$ cat src/rtl/mrdec_pkg.sv
package mrdec_pkg;

  localparam logic [1:0] SEL_MAIN = 2'd0;
  localparam logic [1:0] SEL_EXT1 = 2'd1;
  localparam logic [1:0] SEL_EXT2 = 2'd2;
  localparam logic [1:0] SEL_EXT3 = 2'd3;

  localparam logic [2:0] BL_FOUR  = 3'b010;
  localparam logic [2:0] BL_EIGHT = 3'b011;

  typedef struct packed {
    logic       pd_slow;
    logic [2:0] wr_rec;
    logic       dll_rst;
    logic [2:0] cas_lat;
    logic       burst_seq;
    logic [2:0] burst_len;
  } main_fields_t;

  function automatic main_fields_t split_main(input logic [13:0] w);
    main_fields_t f;
    f.burst_len = w[2:0];
    f.burst_seq = w[3];
    f.cas_lat   = w[6:4];
    f.dll_rst   = w[8];
    f.wr_rec    = w[11:9];
    f.pd_slow   = w[12];
    return f;
  endfunction

  function automatic logic burst_code_ok(input logic [2:0] c);
    return (c == BL_FOUR) || (c == BL_EIGHT);
  endfunction

endpackage

$ cat src/rtl/mrdec_guard.sv
module mrdec_guard
  import mrdec_pkg::*;
#(
  parameter int AW   = 14,
  parameter int TMRD = 2
) (
  input  logic          clk,
  input  logic          rst_n,
  input  logic          cke,
  input  logic          cs_n,
  input  logic          ras_n,
  input  logic          cas_n,
  input  logic          we_n,
  input  logic [1:0]    ba,
  input  logic [AW-1:0] addr,
  input  logic          banks_idle,
  output logic          wr_go,
  output logic [1:0]    wr_sel,
  output logic [AW-1:0] wr_data,
  output logic          err_state,
  output logic          err_timing,
  output logic          err_setting
);

  localparam int CW = (TMRD > 1) ? $clog2(TMRD) : 1;
  localparam logic [CW-1:0] GAP_LOAD = CW'(TMRD - 1);

  logic          cke_prev_q, cke_prev_d;
  logic [CW-1:0] gap_q, gap_d;
  logic          es_q, et_q, eg_q;
  logic          es_d, et_d, eg_d;

  logic cmd_any, is_mrw, in_gap, bad_state, bad_time, bad_set;

  always_comb begin
    cmd_any   = !cs_n && !(ras_n && cas_n && we_n);
    is_mrw    = !cs_n && !ras_n && !cas_n && !we_n;
    in_gap    = (gap_q != '0);
    bad_state = is_mrw && !(banks_idle && cke && cke_prev_q);
    bad_time  = cmd_any && in_gap;
    bad_set   = is_mrw && (ba == SEL_MAIN) &&
                (addr[7] || (addr[AW-1:13] != '0) || !burst_code_ok(addr[2:0]));
    wr_go     = is_mrw && !bad_state && !bad_time && !bad_set;
    wr_sel    = ba;
    wr_data   = addr;
  end

  always_comb begin
    cke_prev_d = cke;
    if (wr_go)       gap_d = GAP_LOAD;
    else if (in_gap) gap_d = gap_q - 1'b1;
    else             gap_d = gap_q;
    es_d = bad_state;
    et_d = bad_time;
    eg_d = bad_set;
  end

  always_ff @(posedge clk or negedge rst_n) begin
    if (!rst_n) begin
      cke_prev_q <= 1'b0;
      gap_q      <= '0;
      es_q       <= 1'b0;
      et_q       <= 1'b0;
      eg_q       <= 1'b0;
    end else begin
      cke_prev_q <= cke_prev_d;
      gap_q      <= gap_d;
      es_q       <= es_d;
      et_q       <= et_d;
      eg_q       <= eg_d;
    end
  end

  assign err_state   = es_q;
  assign err_timing  = et_q;
  assign err_setting = eg_q;

  // a write while banks are busy must produce a state error next cycle
  a_r3_busy_banks_flagged: assert property (@(posedge clk) disable iff (!rst_n)
    (is_mrw && !banks_idle) |=> err_state);

  // any command inside the gap is flagged in the following cycle
  a_r4_gap_command_flagged: assert property (@(posedge clk) disable iff (!rst_n)
    (cmd_any && in_gap) |=> err_timing);

  // a setting error never coincides with an applied write
  a_r5_setting_not_applied: assert property (@(posedge clk) disable iff (!rst_n)
    err_setting |-> $past(!wr_go));

  // an accepted write is never inside the gap
  a_r4_go_outside_gap: assert property (@(posedge clk) disable iff (!rst_n)
    wr_go |-> !in_gap);

endmodule

$ cat src/rtl/mrdec_regs.sv
module mrdec_regs #(
  parameter int AW   = 14,
  parameter int NREG = 4,
  parameter int SW   = 2
) (
  input  logic                     clk,
  input  logic                     rst_n,
  input  logic                     wr_go,
  input  logic [SW-1:0]            wr_sel,
  input  logic [AW-1:0]            wr_data,
  output logic [NREG-1:0][AW-1:0]  word_o,
  output logic [NREG-1:0]          valid_o
);

  for (genvar i = 0; i < NREG; i++) begin : g_reg
    logic          hit;
    logic [AW-1:0] word_q, word_d;
    logic          val_q, val_d;

    always_comb begin
      hit    = wr_go && (wr_sel == SW'(i));
      word_d = hit ? wr_data : word_q;
      val_d  = val_q | hit;
    end

    always_ff @(posedge clk or negedge rst_n) begin
      if (!rst_n) begin
        word_q <= '0;
        val_q  <= 1'b0;
      end else begin
        word_q <= word_d;
        val_q  <= val_d;
      end
    end

    assign word_o[i]  = word_q;
    assign valid_o[i] = val_q;

    // a valid flag never falls outside reset
    a_r6_valid_sticky: assert property (@(posedge clk) disable iff (!rst_n)
      !$fell(val_q));
  end

endmodule

$ cat src/rtl/mrdec_order.sv
module mrdec_order
  import mrdec_pkg::*;
#(
  parameter int NREG = 4
) (
  input  logic            clk,
  input  logic            rst_n,
  input  logic            wr_go,
  input  logic [1:0]      wr_sel,
  input  logic [NREG-1:0] valid,
  output logic            access_en
);

  logic need_main_q, need_main_d;
  logic need_ext1_q, need_ext1_d;

  always_comb begin
    need_main_d = need_main_q;
    need_ext1_d = need_ext1_q;
    if (wr_go) begin
      unique case (wr_sel)
        SEL_MAIN: need_main_d = 1'b0;
        SEL_EXT1: need_ext1_d = 1'b0;
        default: begin
          need_main_d = 1'b1;
          need_ext1_d = 1'b1;
        end
      endcase
    end
  end

  always_ff @(posedge clk or negedge rst_n) begin
    if (!rst_n) begin
      need_main_q <= 1'b0;
      need_ext1_q <= 1'b0;
    end else begin
      need_main_q <= need_main_d;
      need_ext1_q <= need_ext1_d;
    end
  end

  assign access_en = (&valid) && !need_main_q && !need_ext1_q;

  // rewriting an upper extended register blocks access next cycle
  a_r8_upper_write_blocks: assert property (@(posedge clk) disable iff (!rst_n)
    (wr_go && wr_sel[1]) |=> !access_en);

  // access requires every register written
  a_r7_access_needs_all: assert property (@(posedge clk) disable iff (!rst_n)
    access_en |-> (&valid));

endmodule

$ cat src/rtl/ddr2_mrdec.sv
module ddr2_mrdec
  import mrdec_pkg::*;
#(
  parameter int AW   = 14,
  parameter int BAW  = 2,
  parameter int TMRD = 2
) (
  input  logic             clk,
  input  logic             rst_n,
  input  logic             cke,
  input  logic             cs_n,
  input  logic             ras_n,
  input  logic             cas_n,
  input  logic             we_n,
  input  logic [BAW-1:0]   ba,
  input  logic [AW-1:0]    addr,
  input  logic             banks_idle,
  output logic [2:0]       burst_len,
  output logic             burst_seq,
  output logic [2:0]       cas_lat,
  output logic             dll_rst,
  output logic [2:0]       wr_rec,
  output logic             pd_slow,
  output logic [AW-1:0]    ext1_word,
  output logic [AW-1:0]    ext2_word,
  output logic [AW-1:0]    ext3_word,
  output logic [3:0]       reg_valid,
  output logic             access_en,
  output logic             err_state,
  output logic             err_timing,
  output logic             err_setting
);

  localparam int NREG = 1 << BAW;

  logic sync1_q, rst_sync_n;

  always_ff @(posedge clk or negedge rst_n) begin
    if (!rst_n) begin
      sync1_q    <= 1'b0;
      rst_sync_n <= 1'b0;
    end else begin
      sync1_q    <= 1'b1;
      rst_sync_n <= sync1_q;
    end
  end

  logic                    wr_go;
  logic [1:0]              wr_sel;
  logic [AW-1:0]           wr_data;
  logic [NREG-1:0][AW-1:0] words;
  logic [NREG-1:0]         valid;
  main_fields_t            mf;
  logic                    unused_main_bits;

  mrdec_guard #(.AW(AW), .TMRD(TMRD)) u_guard (
    .clk(clk), .rst_n(rst_sync_n), .cke(cke),
    .cs_n(cs_n), .ras_n(ras_n), .cas_n(cas_n), .we_n(we_n),
    .ba(ba), .addr(addr), .banks_idle(banks_idle),
    .wr_go(wr_go), .wr_sel(wr_sel), .wr_data(wr_data),
    .err_state(err_state), .err_timing(err_timing), .err_setting(err_setting)
  );

  mrdec_regs #(.AW(AW), .NREG(NREG), .SW(BAW)) u_regs (
    .clk(clk), .rst_n(rst_sync_n), .wr_go(wr_go), .wr_sel(wr_sel),
    .wr_data(wr_data), .word_o(words), .valid_o(valid)
  );

  mrdec_order #(.NREG(NREG)) u_order (
    .clk(clk), .rst_n(rst_sync_n), .wr_go(wr_go), .wr_sel(wr_sel),
    .valid(valid), .access_en(access_en)
  );

  always_comb begin
    mf = split_main(words[0][13:0]);
  end

  assign unused_main_bits = ^{words[0][7], words[0][AW-1:13]};

  assign burst_len = mf.burst_len;
  assign burst_seq = mf.burst_seq;
  assign cas_lat   = mf.cas_lat;
  assign dll_rst   = mf.dll_rst;
  assign wr_rec    = mf.wr_rec;
  assign pd_slow   = mf.pd_slow;
  assign ext1_word = words[1];
  assign ext2_word = words[2];
  assign ext3_word = words[3];
  assign reg_valid = valid;

  // a stored main word never carries an illegal burst code
  a_r5_stored_burst_legal: assert property (@(posedge clk) disable iff (!rst_sync_n)
    valid[0] |-> burst_code_ok(burst_len));

endmodule

$ cat config.mk
export PLATFORM = sky130hd
export DESIGN_NAME = ddr2_mrdec
export DESIGN_NICKNAME = d
export VERILOG_FILES = /design/src/rtl/mrdec_pkg.sv /design/src/rtl/mrdec_guard.sv /design/src/rtl/mrdec_regs.sv /design/src/rtl/mrdec_order.sv /design/src/rtl/ddr2_mrdec.sv
export SDC_FILE = /design/constraint.sdc
export NUM_CORES = 1
export LEC_CHECK = 0
export BUFFER_PORTS_ARGS = -buffer_cell sky130_fd_sc_hd__buf_2
export CORE_MARGIN = 2
export CORE_UTILIZATION = 45
export DETAILED_ROUTE_END_ITERATION = 12
export PLACE_DENSITY_LB_ADDON = 0.1
export SYNTH_ARGS = -nofsm -noshare
export SYNTH_HDL_FRONTEND = slang
export SYNTH_SLANG_ARGS = --single-unit
$ cat constraint.sdc
create_clock -name clk -period 1.9 [get_ports clk]
set_clock_uncertainty 0.05 [all_clocks]
set_input_delay 0.19 -clock clk [delete_from_list [all_inputs] [get_ports clk]]
set_output_delay 0.19 -clock clk [all_outputs]
set_load 0.1 [all_outputs]
==> flow_results.org, run 1 <==
** Clocking
- In this run, CTS created clock tree buffers numbering 9.
- Clock tree synthesis selected as its root buffer the cell clkbuf_8.
- TritonCTS clock tree :: yes
- Deepest level of the CTS H-tree :: 3
- Total setup buffers inserted after CTS :: 0
- Source-to-sink clock delay at the later pin of the worst-skew pair :: 0.32 ns
- Buffer depth of the longest clock path :: 2
- Clock net sink count :: 67
- Clock-pin slew was measured on the worst setup and hold paths at 0.07 ns.

** Synth
- Of all flip-flops after synthesis, the portion carrying an async set or reset was 1.00.
- Count of flip-flops with a built-in enable after synthesis :: 0
- Count of warnings emitted by yosys :: 0
- A synthesized cell averages 16.4 µm².
- Synthesized netlist net count :: 184
- Part of the Yosys area used for sequential elements :: 0.637
- Counting every instance in the synthesized netlist gives 160.
- Number of register bits inferred by synthesis :: 67
- In the synthesized netlist the dominant register cell turns out to be dfrtp_1.
- Post-synth design cell area :: 0.00263 mm²
- Synth cell types :: 26

** Finish
- Share of the core filled with cells in the final layout :: 0.609
- Of the cells placed in the final design, the portion with a size suffix greater than 1 is 0.655.
- Antenna diodes :: 0
- Area of the multi-input gates :: 878 µm²
- In the layout the commonest cells are buf_2 (85), dfrtp_1 (66), mux2_2 (33).
- The library cell used most frequently in the layout, excluding fill and tap cells, is buf_2.
- In the final design database the tool counted 286 nets.
- Counting the fill cells in the layout gives 458.
- The sequential cells in the finished layout cover a total of 0.00168 mm².
- Area overhead of the layout relative to synthesis :: 29.1%

** Critical path
- CP Cell Sequence :: nand3_1, a311o_4, nor3b_4, buf_4, mux2_4
- WP data required :: 2.06 ns
- STA classifies the critical path endpoint as a flop.
- Peak per-stage delay on the critical path :: 0.44 ns
- Data on the critical path arrives at its endpoint at 1.97 ns.
- The critical path is of the flop to flop type.
- Setup crit start kind :: flop
- Largest fanout on the critical path :: 10
- Among all stages on the critical path, the largest delay is contributed by a311o_4.

** STA
- Worst slew margin relative to its limit :: 0.644
- Pins Over Slew Limit :: 0
- Maximum operating frequency :: 551 MHz
- The final hold violation count is 0.
- Worst path setup slack after routing :: 0.0867 ns
- Slew of the pin with the lowest slew margin :: 0.534 ns
- Final setup violating endpoints :: 0
- Dividing the final minimum period by the clock period gives 0.954.
- Setup repair after global routing could not meet its margin everywhere.
- Across all hold checks on the routed design, the worst slack comes to 0.0834 ns.
- Time the worst path needs with I/O delays and setup :: 1.81 ns

** Routing
- In this run the remaining antenna-violating nets after routing total 0.
- In the routed design, unresolved DRC markers number 0.
- DR iter-0 viols :: 59
- Highest signal layer in the routed design :: met4
- Number of vias in the routed layout :: 1,632
- Met3 Wirelength :: 345 µm
- For this block, wires on met1 add up to 2500 µm.
- Summed over all nets, wire length on met2 after detailed routing comes to 2320 µm.
- After detailed routing, the average wire length per cell comes to 15.4 µm.
- The final layout contains routed wiring with a total length of 5230 µm.
- In the routed layout, each cell is associated on average with a via count of 4.81.
- TritonRoute pass-1 iters :: 4

** Placement
- OpenSTA, run right after detailed placement, puts the worst setup slack at -0.268 ns.
- After legalization and detailed placement, the total HPWL measured 3780 µm.
- Number of port buffers :: 85
- GPL Wtd Cong :: 0.696

** Floorplanning
- Y dimension of the die :: 80.5 µm
- The die covers 0.00647 mm².
- In this run the core area contains 27 standard-cell rows.
- IO Pins :: 86
- Starting Density :: 0.472
- The total area inside the core boundary comes to 0.00557 mm².
- X dimension of the die :: 80.5 µm

** Worst hold path
- Worst min-delay path category :: input port to flop

** Power
- The worst-case IR drop observed on VDD is 0.533 mV.
- Leakage component of the power :: 1.93 nW
- Gate power share :: 0.200
- Of the total power, registers draw 0.459.
- Internal power of the cells :: 2.22 mW
- The share of total power dissipated in the clock network is 0.341.
- Power after layout :: 3.33 mW
- The analysis attributes to net switching a power of 1.11 mW.
- Areal power density over the cells :: 979 mW/mm²
- Of the total power, the share spent switching nets is 0.334.

** Global routing
- The number of global-route vias before repair was 1,665.
- The first global-routing pass estimated 8300 µm of wire.
- Entering global routing, the biggest net connects 43 pins.
- In the global route stage, overall resource usage came out at 0.174.
- Global routing finished with a remaining overflow of 0.
- Antenna violations before repair :: 0

** Run status
- The flow ran to the end, and the final reports show no timing, DRC or antenna violations.

** Job
- Number of maximum-capacitance constraint violations :: 0
[cells in the mapped netlist, drive strengths merged (2+ instances only)]
| cell | instances | area, µm² |
|---|---|---|
| dfrtp | 67 | 1680 |
| mux2 | 52 | 649 |
| buf | 9 | 77.6 |
| inv | 3 | 11.3 |
| nand3 | 3 | 15.0 |
| nor2 | 3 | 11.3 |
| or2 | 3 | 18.8 |
| and3 | 2 | 12.5 |
| nand2 | 2 | 7.51 |
| nand2b | 2 | 12.5 |
| nor3b | 2 | 37.5 |
[cell type report]
| class | instances | share of cell area |
|---|---|---|
| Multi-Input combinational cell | 81 | 0.259 |
| Inverter | 3 | 0.00331 |
| Tap cell | 72 | 0.0265 |
| Clock inverter | 7 | 0.0203 |
| Sequential cell | 67 | 0.494 |
| Timing Repair Buffer | 100 | 0.161 |
| Clock buffer | 9 | 0.0365 |
[registers in the layout, summed over array words and instances (netlist names)]
| signal | cells |
|---|---|
| u_order.need_main_q | 1 |
| u_guard.cke_prev_q | 1 |
| u_regs.g.word_q | 54 |
| u_guard.err_state | 1 |
| u_guard.gap_q | 1 |
| u_guard.err_setting | 1 |
| u_regs.g.val_q | 4 |
| sync1_q | 1 |
| u_order.need_ext1_q | 1 |
| rst_sync_n | 1 |
| u_guard.err_timing | 1 |
[stage by stage]
stage	area, µm²	instances	setup TNS, ns
3_3_place_gp	3180	321	-10.72
4_1_cts	3390	339	0
5_1_grt	3400	339	-0.0483
3_5_place_dp	3180	321	-12.40
6_report	3400	339	0
2_1_floorplan	2650	160	-5.94
[power by group through the flow]
| stage | Clock (mW) | Sequential, mW | Combinational, mW |
|---|---|---|---|
| final | 1.13 | 1.53 | 0.665 |
| after global routing | 1.24 | 1.54 | 0.689 |
| after detailed placement | 0 | 1.56 | 0.668 |
| after global placement | 0 | 1.56 | 0.663 |
| after floorplan | 0 | 1.96 | 0.139 |
| after CTS | 1.17 | 1.53 | 0.670 |
[kinds of logic after synthesis]
group / synth area share
buffers and inverters: 0.0338
flip-flops: 0.637
multiplexers: 0.247
AND/OR/NAND/NOR: 0.0575
other: 0.00143
AO/OA/AOI/OAI: 0.0233
[worst paths after layout]
check / from / endpoint / slack [ns] / cells after the start
max: u_guard.cke_prev_q$_DFF_PN0_ / u_regs.g_reg[1].word_q[9]$_DFFE_PN0P_ / 0.09 / 5
min: addr[4] / u_regs.g_reg[2].word_q[4]$_DFFE_PN0P_ / 0.08 / 2
max reg2reg: u_guard.cke_prev_q$_DFF_PN0_ / u_regs.g_reg[1].word_q[9]$_DFFE_PN0P_ / 0.09 / 5
min reg2reg: rst_sync_n$_DFF_PN0_ / u_regs.g_reg[2].word_q[8]$_DFFE_PN0P_ / 0.20 / 1
max in group asynchronous: rst_sync_n$_DFF_PN0_ / u_regs.g_reg[2].word_q[11]$_DFFE_PN0P_ / 1.13 / 1
min in group asynchronous: rst_n / sync1_q$_DFF_PN0_ / 0.12 / 2
[critical path, delay by kind of cell, from the launching register on]
family                 cells  cell delay (ns)
AO/OA/AOI/OAI              1             0.44
flip-flops                 1             0.33
AND/OR/NAND/NOR            2             0.33
multiplexers               1             0.31
buffers and inverters      1             0.23
[routing by layer]
layer  up-vias  global-route usage
met5         -                   0
met1       804               0.252
met3         6              0.0483
li1        766                   -
met4         0              0.0712
met2        56               0.246
[what timing repair did]
item                                    in CTS  in global routing
resized for setup                            0                  1
endpoints found under the setup margin       0                 11
hold buffers                                 2                  0
endpoints found under the hold margin        3                  0
No activity file was read; power rests on OpenSTA's default activity.
==> run 2: changes to the inputs <==
HOLD_SLACK_MARGIN = 0.06   (was not set)
SYNTH_HIERARCHICAL = 1   (was not set)
==> flow_results.org, run 2 <==
** Finish
- Area overhead of the layout relative to synthesis :: 28.5%
- The flip-flop count of the largest register, all copies and words added came to 54 (unchanged).
- The fraction of final layout cells with drive strength greater than 1 came to 0.684 (+0.0288).
- The final cell utilization of the core is 0.589 (-0.0206).
- The library cell used most frequently in the layout, excluding fill and tap cells, is buf_2.
- The total inserted antenna cells is 0 (unchanged).
- Reg with most FFs :: u_regs/g.word_q
- Highest-count cells in the layout ignoring fill and taps :: buf_2 (85), dfrtp_1 (66), mux2_2 (46)
- Largest registers :: u_regs/g.word_q: 54 flops, u_regs/g.val_q: 4 flops
- Number of nets in the finished design :: 286 (unchanged)
- The final non-filler cell area was 0.00342 mm² (+0.81%).

** Power
- The proportion of power drawn by combinational gates is 0.191 (-0.009).
- The internal power contribution was 2.10 mW (-5.4%).
- The worst IR drop on VDD is 0.488 mV (-8.5%).
- Switching power :: 996 µW (-10%)
- The clock network fraction of design power is 0.317 (-0.024).
- Part of the total power dissipated in sequential elements :: 0.492 (+0.033)
- Areal power density over the cells :: 903 mW/mm² (-7.8%)
- Sw frac :: 0.322 (-0.0115)
- Leakage component of the power :: 1.96 nW (+1.4%)

** Clocking
- The H-tree level count is 3 (unchanged).
- TritonCTS clock tree :: yes
- The register clock-pin slew on the reported worst setup and hold paths came to 0.06 ns (about the same).
- Clock buffer count from CTS :: 9 (unchanged)
- The clock latency at the later pin of the worst-skew pair came to 0.33 ns (about the same).
- The root buffer cell chosen for the clock tree is clkbuf_8.
- The maximum clock insertion buffer count is 2 (unchanged).
- Clock net sink count :: 67 (unchanged)
- Total setup buffers inserted after CTS :: 0 (unchanged)

** Critical path
- The worst reg-to-reg setup slack is 0.11 ns (+0.02 ns).
- Worst R2R Path Depth :: 6 (+1)
- CP Cell Sequence :: dlygate4sd3_1, buf_2, nand3_2, nor4_4, nor3b_4, buf_6, mux2_2
- The critical path is of the input port to flop type.
- Peak per-stage delay on the critical path :: 0.52 ns (+0.08 ns)
- Setup crit start kind :: input port
- The largest individual stage delay along the critical path comes from the cell dlygate4sd3_1.
- The worst register-to-register path begins at u_guard/gap_q$_DFF_PN0_.
- The worst endpoint data arrival time is 1.96 ns (about the same).
- The peak fanout along the critical path came to 5 (-5).
- The required time of the critical path was 2.06 ns (about the same).
- Worst R2R End :: u_regs/g_reg[0].word_q[2]$_DFFE_PN0P_
- Crit. End Element :: flop

** STA
- The share of the cycle needed by the critical path after routing was 0.948 (-0.00642).
- Pins Over Slew Limit :: 0 (unchanged)
- Final setup violating endpoints :: 0 (unchanged)
- Worst path setup slack after routing :: 0.0989 ns (+0.0122 ns)
- Setup repair after global routing left no endpoint under its margin.
- The final hold violation count was 0 (unchanged).
- The final critical delay including setup and external delays is 1.80 ns (-0.0122 ns).
- The tightest hold margin was 0.0892 ns (+0.00582 ns).
- Maximum operating frequency :: 555 MHz (+0.68%)

** Synth
- Synthesized netlist net count :: 194 (+5.4%)
- Count of warnings emitted by yosys :: 6 (+6)
- The synthesized area per cell is 15.7 µm² (-4.7%).
- The cell count after synthesis is 170 (+6.3%).
- Post-synth design cell area :: 0.00267 mm² (+1.3%)

** Routing
- The average via count per standard cell is 4.77 (-0.89%).
- The number of nets with antenna violations after routing was 0 (unchanged).
- Number of vias in the routed layout :: 1,627 (-0.31%)
- Wire length after detailed routing :: 5170 µm (-1.0%)
- TritonRoute pass-1 iters :: 4 (unchanged)
- The number of DRC markers after the initial detailed-route iteration is 53 (-10%).
- Detailed-route wire length per cell :: 15.2 µm (-1.6%)
- The total DRC errors in the routed layout was 0 (unchanged).

** Placement
- The area after detailed placement was 0.00322 mm² (+1.2%).
- Number of port buffers :: 85 (unchanged)
- The placed wire-length estimate after detailed placement came to 3670 µm (-2.8%).
- Worst slack after detailed placement :: -0.196 ns (+0.0717 ns)
- The routability-driven placement congestion ratio is 0.729 (+4.7%).

** Worst hold path
- The worst hold path belongs to the class input port to flop.
- The path with the worst hold slack has its endpoint at u_regs/g_reg[0].word_q[8]$_DFFE_PN0P_.
- Number of cells on the worst hold path :: 2 (unchanged)
- The startpoint identified for the worst hold timing path is addr[8].

** Global routing
- First-pass GRT wire length :: 8280 µm (-0.24%)
- Vias in the first global route :: 1,621 (-2.6%)
- The total track usage came to 0.174 (about the same).
- The met3 usage in global routing came to 0.0467 (-0.00165).
- The number of antenna violations at the first check in global routing is 0 (unchanged).
- The total overflow reported by the global router was 0 (unchanged).
- Highest-utilization routing layer at the global route stage :: met2
- GR Util met1 :: 0.232 (-0.0201)
- The met2 capacity usage during global routing is 0.261 (+0.0153).
- The largest net degree at the start of global routing was 66 (+53%).

** Floorplanning
- Y dimension of the die :: 81.0 µm (+0.61%)
- Number of standard-cell rows in the floorplan :: 28 (+3.7%)
- The core outline area was 0.00582 mm² (+4.3%).
- The die area was 0.00655 mm² (+1.2%).
- Starting Density :: 0.458 (-0.0138)
- IO Pins :: 86 (unchanged)
- The horizontal die dimension came to 81.0 µm (+0.61%).

** Job
- Number of maximum-capacitance constraint violations :: 0 (unchanged)

** Run status
- The run finished with clean final reports.
[run 2: cell types whose count changed in the layout (fill, tap and decap cells not counted), sizes merged, moves of 3 or more]
cell    before  now
clkbuf       9   12
nor4         0    3
buf         98  102
nor2         3    0
[run 2: per-layer routing]
| layer | vias to the layer above | wire length [µm] |
|---|---|---|
| li1 | 766 | - |
| met1 | 796 | 2300 |
| met2 | 56 | 2460 |
| met3 | 9 | 325 |
| met4 | 0 | 91 |
| met5 | - | 0 |
[run 2: metrics by stage]
step                instances  total power, mW  TNS, ns
detailed placement        324             2.14    -9.43
finish                    341             3.09        0
global placement          324             2.13    -8.56
floorplan                 170             2.06    -8.02
CTS                       341             3.14        0
global route              341             3.24        0
[run 2: timing repair]
item,in CTS,in global routing
endpoints found under the hold margin,3,1
setup endpoints to repair,0,54
hold buffers,2,1
resized for setup,0,5
[run 2: worst max-delay path, delay by kind of cell]
| family | cells | cell delay (ns) |
|---|---|---|
| buffers and inverters | 3 | 0.80 |
| multiplexers | 1 | 0.33 |
| AND/OR/NAND/NOR | 3 | 0.64 |
[run 2: area by class of cell]
cell class	count	area, µm²
flip-flops and latches	67	1680
clock inverters	3	15.0
repair buffers	105	619
inverters	1	3.75
fillers	499	2390
well taps	75	93.8
multi-input cells	78	870
clock buffers	12	145
[run 2: power groups by stage]
stage	Sequential, mW	Combinational (mW)	Clock [mW]
6_report	1.52	0.592	0.981
5_1_grt	1.53	0.616	1.10
4_1_cts	1.52	0.596	1.02
3_5_place_dp	1.55	0.592	0
3_3_place_gp	1.55	0.588	0
2_1_floorplan	1.90	0.161	0
[run 2: worst max-delay path by stage]
| stage | from | to | slack, ns | cells after the start |
|---|---|---|---|---|
| 2_1_floorplan | cs_n | u_regs/g_reg[0].word_q[10]$_DFFE_PN0P_ | -0.33 | 5 |
| 3_3_place_gp | cs_n | u_regs/g_reg[2].word_q[12]$_DFFE_PN0P_ | -0.17 | 7 |
| 3_5_place_dp | cs_n | u_regs/g_reg[0].word_q[4]$_DFFE_PN0P_ | -0.20 | 6 |
| 4_1_cts | cke | u_regs/g_reg[0].word_q[4]$_DFFE_PN0P_ | 0.03 | 7 |
| 5_1_grt | u_guard/gap_q$_DFF_PN0_ | u_regs/g_reg[0].word_q[12]$_DFFE_PN0P_ | 0.02 | 6 |
| 6_report | cke | u_regs/g_reg[0].word_q[2]$_DFFE_PN0P_ | 0.1 | 7 |
==> run 3: changes to the inputs <==
clock period = 1.5 ns   (was 1.9 ns; I/O delays follow)
==> flow_results.org, run 3 (synthesized netlist as in run 2, its figures left out) <==
** Run status
- Outcome :: finished, violations left
- Failing checks :: setup timing

** Power
- The net switching power is 1.28 mW (+29%).
- Sw frac :: 0.315 (-0.00667)
- The worst IR drop on VDD came to 0.636 mV (+30%).
- The proportion of power drawn by combinational gates is 0.192 (about the same).
- The power density normalized to cell area was 1110 mW/mm² (+23%).
- The share of power burned in registers was 0.475 (-0.017).
- Clock power share :: 0.333 (+0.016)
- Internal power of the cells :: 2.78 mW (+33%)
- The static leakage was 2.05 nW (+4.8%).
- The overall power consumption came to 4.06 mW (+31%).

** Finish
- Filler cell count :: 486 (-2.6%)
- Flip-flop count of the largest register, all copies and words added :: 54 (unchanged)
- Fraction of final layout cells with drive strength greater than 1 :: 0.668 (-0.0164)
- The non-filler instance count after layout was 355 (+4.1%).
- Highest-count cells in the layout ignoring fill and taps :: buf_2 (84), dfrtp_1 (66), mux2_2 (42)
- The area growth from synthesis to layout is 36.7%.
- Reg with most FFs :: u_regs/g.word_q
- Number of nets in the finished design :: 300 (+4.9%)
- Antenna diodes :: 0 (unchanged)
- The multi-input logic area came to 902 µm² (+3.7%).
- Register cell area after layout :: 0.00168 mm² (unchanged)
- Most common library cell in the layout ignoring fill and taps :: buf_2
- Largest registers :: u_regs/g.word_q: 54 flops, u_regs/g.val_q: 4 flops

** Placement
- The number of placed cells counting well taps was 327 (+0.93%).
- The routability-driven placement congestion ratio came to 0.706 (-3.2%).
- The number of buffer cells added on primary ports was 85 (unchanged).
- HPWL after detailed placement :: 3760 µm (+2.5%)

** STA
- Setup repair after global routing could not meet its margin everywhere.
- Setup total negative slack :: -11.57 ns (-11.57 ns)
- Final cycle utilization of the critical path :: 1.16
- Maximum operating frequency :: 575 MHz
- The number of slew-limit violations in the final report was 0 (unchanged).
- The final hold violation count came to 0 (unchanged).
- Final setup violating endpoints :: 57 (+57)
- Worst path setup slack after routing :: -0.238 ns (-0.337 ns)
- The smallest clock period supported by the final layout is computed as 1.74 ns.

** Global routing
- The number of global-route vias before repair was 1,726 (+6.5%).
- Met3 capacity usage during global routing :: 0.0722 (+0.0256)
- The number of antenna violations at the first check in global routing is 0 (unchanged).
- Largest net degree at the start of global routing :: 66 (unchanged)
- The met2 capacity usage during global routing is 0.279 (+0.0182).
- The total overflow reported by the global router was 0 (unchanged).
- The first-pass GRT wire length was 8780 µm (+6.0%).
- After global routing, the most crowded layer is met2.
- Total GRT Usage :: 0.182 (+0.00803)
- GR Util met1 :: 0.243 (+0.0111)

** Critical path
- Walking the worst path, the cells encountered are buf_2, or4_4, nor4_4, buf_4, nand3_2, buf_12, mux2_2.
- WP data required :: 1.66 ns (-0.40 ns)
- The worst endpoint data arrival time came to 1.90 ns (-0.06 ns).
- On the critical path, the stage with the largest delay is an instance of or4_4.
- CP Class :: input port to flop
- STA classifies the critical path startpoint as an input port.
- Crit. End Element :: flop
- Peak per-stage delay on the critical path :: 0.55 ns (+0.03 ns)
- Largest fanout on the critical path :: 9 (+4)

** Routing
- The via count came to 1,686 (+3.6%).
- The total wire length came to 5540 µm (+7.1%).
- Vias per cell :: 4.75 (-0.46%)
- The number of nets with antenna violations after routing is 0 (unchanged).
- TritonRoute pass-1 iters :: 4 (unchanged)
- DRC viols :: 0 (unchanged)
- The routed length per placed instance came to 15.6 µm (+2.9%).
- The number of DRC markers after the initial detailed-route iteration came to 56 (+5.7%).

** Floorplanning
- Y dimension of the die :: 81.0 µm (unchanged)
- The I/O pin count came to 86 (unchanged).
- Die Outline Area :: 0.00655 mm² (unchanged)
- The horizontal die dimension is 81.0 µm (unchanged).
- The starting density of the core came to 0.458 (unchanged).
- The core outline area is 0.00582 mm² (unchanged).
- The site row count came to 28 (unchanged).

** Clocking
- The maximum clock insertion buffer count is 2 (unchanged).
- TritonCTS built the clock tree.
- The TritonCTS buffer count came to 9 (unchanged).
- The register clock-pin slew on the reported worst setup and hold paths was 0.06 ns (about the same).
- The H-tree level count is 3 (unchanged).
- The clock sink count was 67 (unchanged).
- Clock root cell :: clkbuf_8
- The clock latency at the later pin of the worst-skew pair is 0.33 ns (about the same).

** Job
- Number of maximum-capacitance constraint violations :: 0 (unchanged)

** Worst hold path
- The min-delay analysis places its worst path in the category input port to asynchronous set/reset pin.
-- run 3: final cells by class --
cell class,count,area share
Sequential cell,67,0.461
Multi-Input combinational cell,78,0.248
Timing Repair Buffer,119,0.215
Clock buffer,14,0.0474
Tap cell,75,0.0258
Clock inverter,1,0.00206
Inverter,1,0.00103
-- run 3: worst max-delay path: cells and delay by family --
family                 cells  cell delay (ns)
multiplexers               1             0.27
AND/OR/NAND/NOR            3             0.98
buffers and inverters      3             0.51
-- run 3: layer usage --
metal,vias to the layer above,part of all wire
met5,-,0
li1,788,-
met1,836,0.46
met2,58,0.46
met4,0,0.0058
met3,4,0.075
-- run 3: path summary, 6_finish.rpt --
| kind | cells after the start | slack, ns | from | to |
|---|---|---|---|---|
| max | 7 | -0.24 | cs_n | u_regs/g_reg[3].word_q[2]$_DFFE_PN0P_ |
| min | 2 | 0.08 | rst_n | rst_sync_n$_DFF_PN0_ |
| max reg2reg | 7 | -0.23 | u_guard/gap_q$_DFF_PN0_ | u_regs/g_reg[3].word_q[2]$_DFFE_PN0P_ |
| min reg2reg | 1 | 0.22 | rst_sync_n$_DFF_PN0_ | u_order/need_ext1_q$_DFFE_PN0P_ |
| max in group asynchronous | 1 | 0.89 | rst_sync_n$_DFF_PN0_ | u_regs/g_reg[1].word_q[0]$_DFFE_PN0P_ |
| min in group clk | 3 | 0.09 | cs_n | u_guard/err_timing$_DFF_PN0_ |
-- run 3: timing repair --
| action | CTS | global route |
|---|---|---|
| gates resized for setup | 16 | 3 |
| cloned | 1 | 0 |
| pin swaps | 2 | 2 |
| endpoints found under the hold margin | 40 | 0 |
| endpoints found under the setup margin | 59 | 59 |
| setup buffers | 3 | 0 |
| hold buffers | 12 | 0 |
-- run 3: power groups by stage --
| stage | sequential, mW | clock [mW] | combinational (mW) |
|---|---|---|---|
| 2_1_floorplan | 2.40 | 0 | 0.206 |
| 3_3_place_gp | 1.96 | 0 | 0.748 |
| 3_5_place_dp | 1.96 | 0 | 0.752 |
| 4_1_cts | 1.93 | 1.38 | 0.784 |
| 5_1_grt | 1.93 | 1.47 | 0.814 |
| 6_report | 1.93 | 1.35 | 0.780 |
-- run 3: per-stage QoR --
| step | setup slack (ns) | instance area [µm²] | utilization | hold slack [ns] |
|---|---|---|---|---|
| after floorplan | -0.692 | 2770 | - | -0.196 |
| after global placement | -0.528 | 3270 | 0.562 | -0.116 |
| after detailed placement | -0.553 | 3270 | 0.562 | -0.110 |
| after CTS | -0.271 | 3680 | 0.633 | 0.0722 |
| after global routing | -0.334 | 3640 | 0.626 | 0.0734 |
| final | -0.238 | 3640 | 0.626 | 0.0817 |
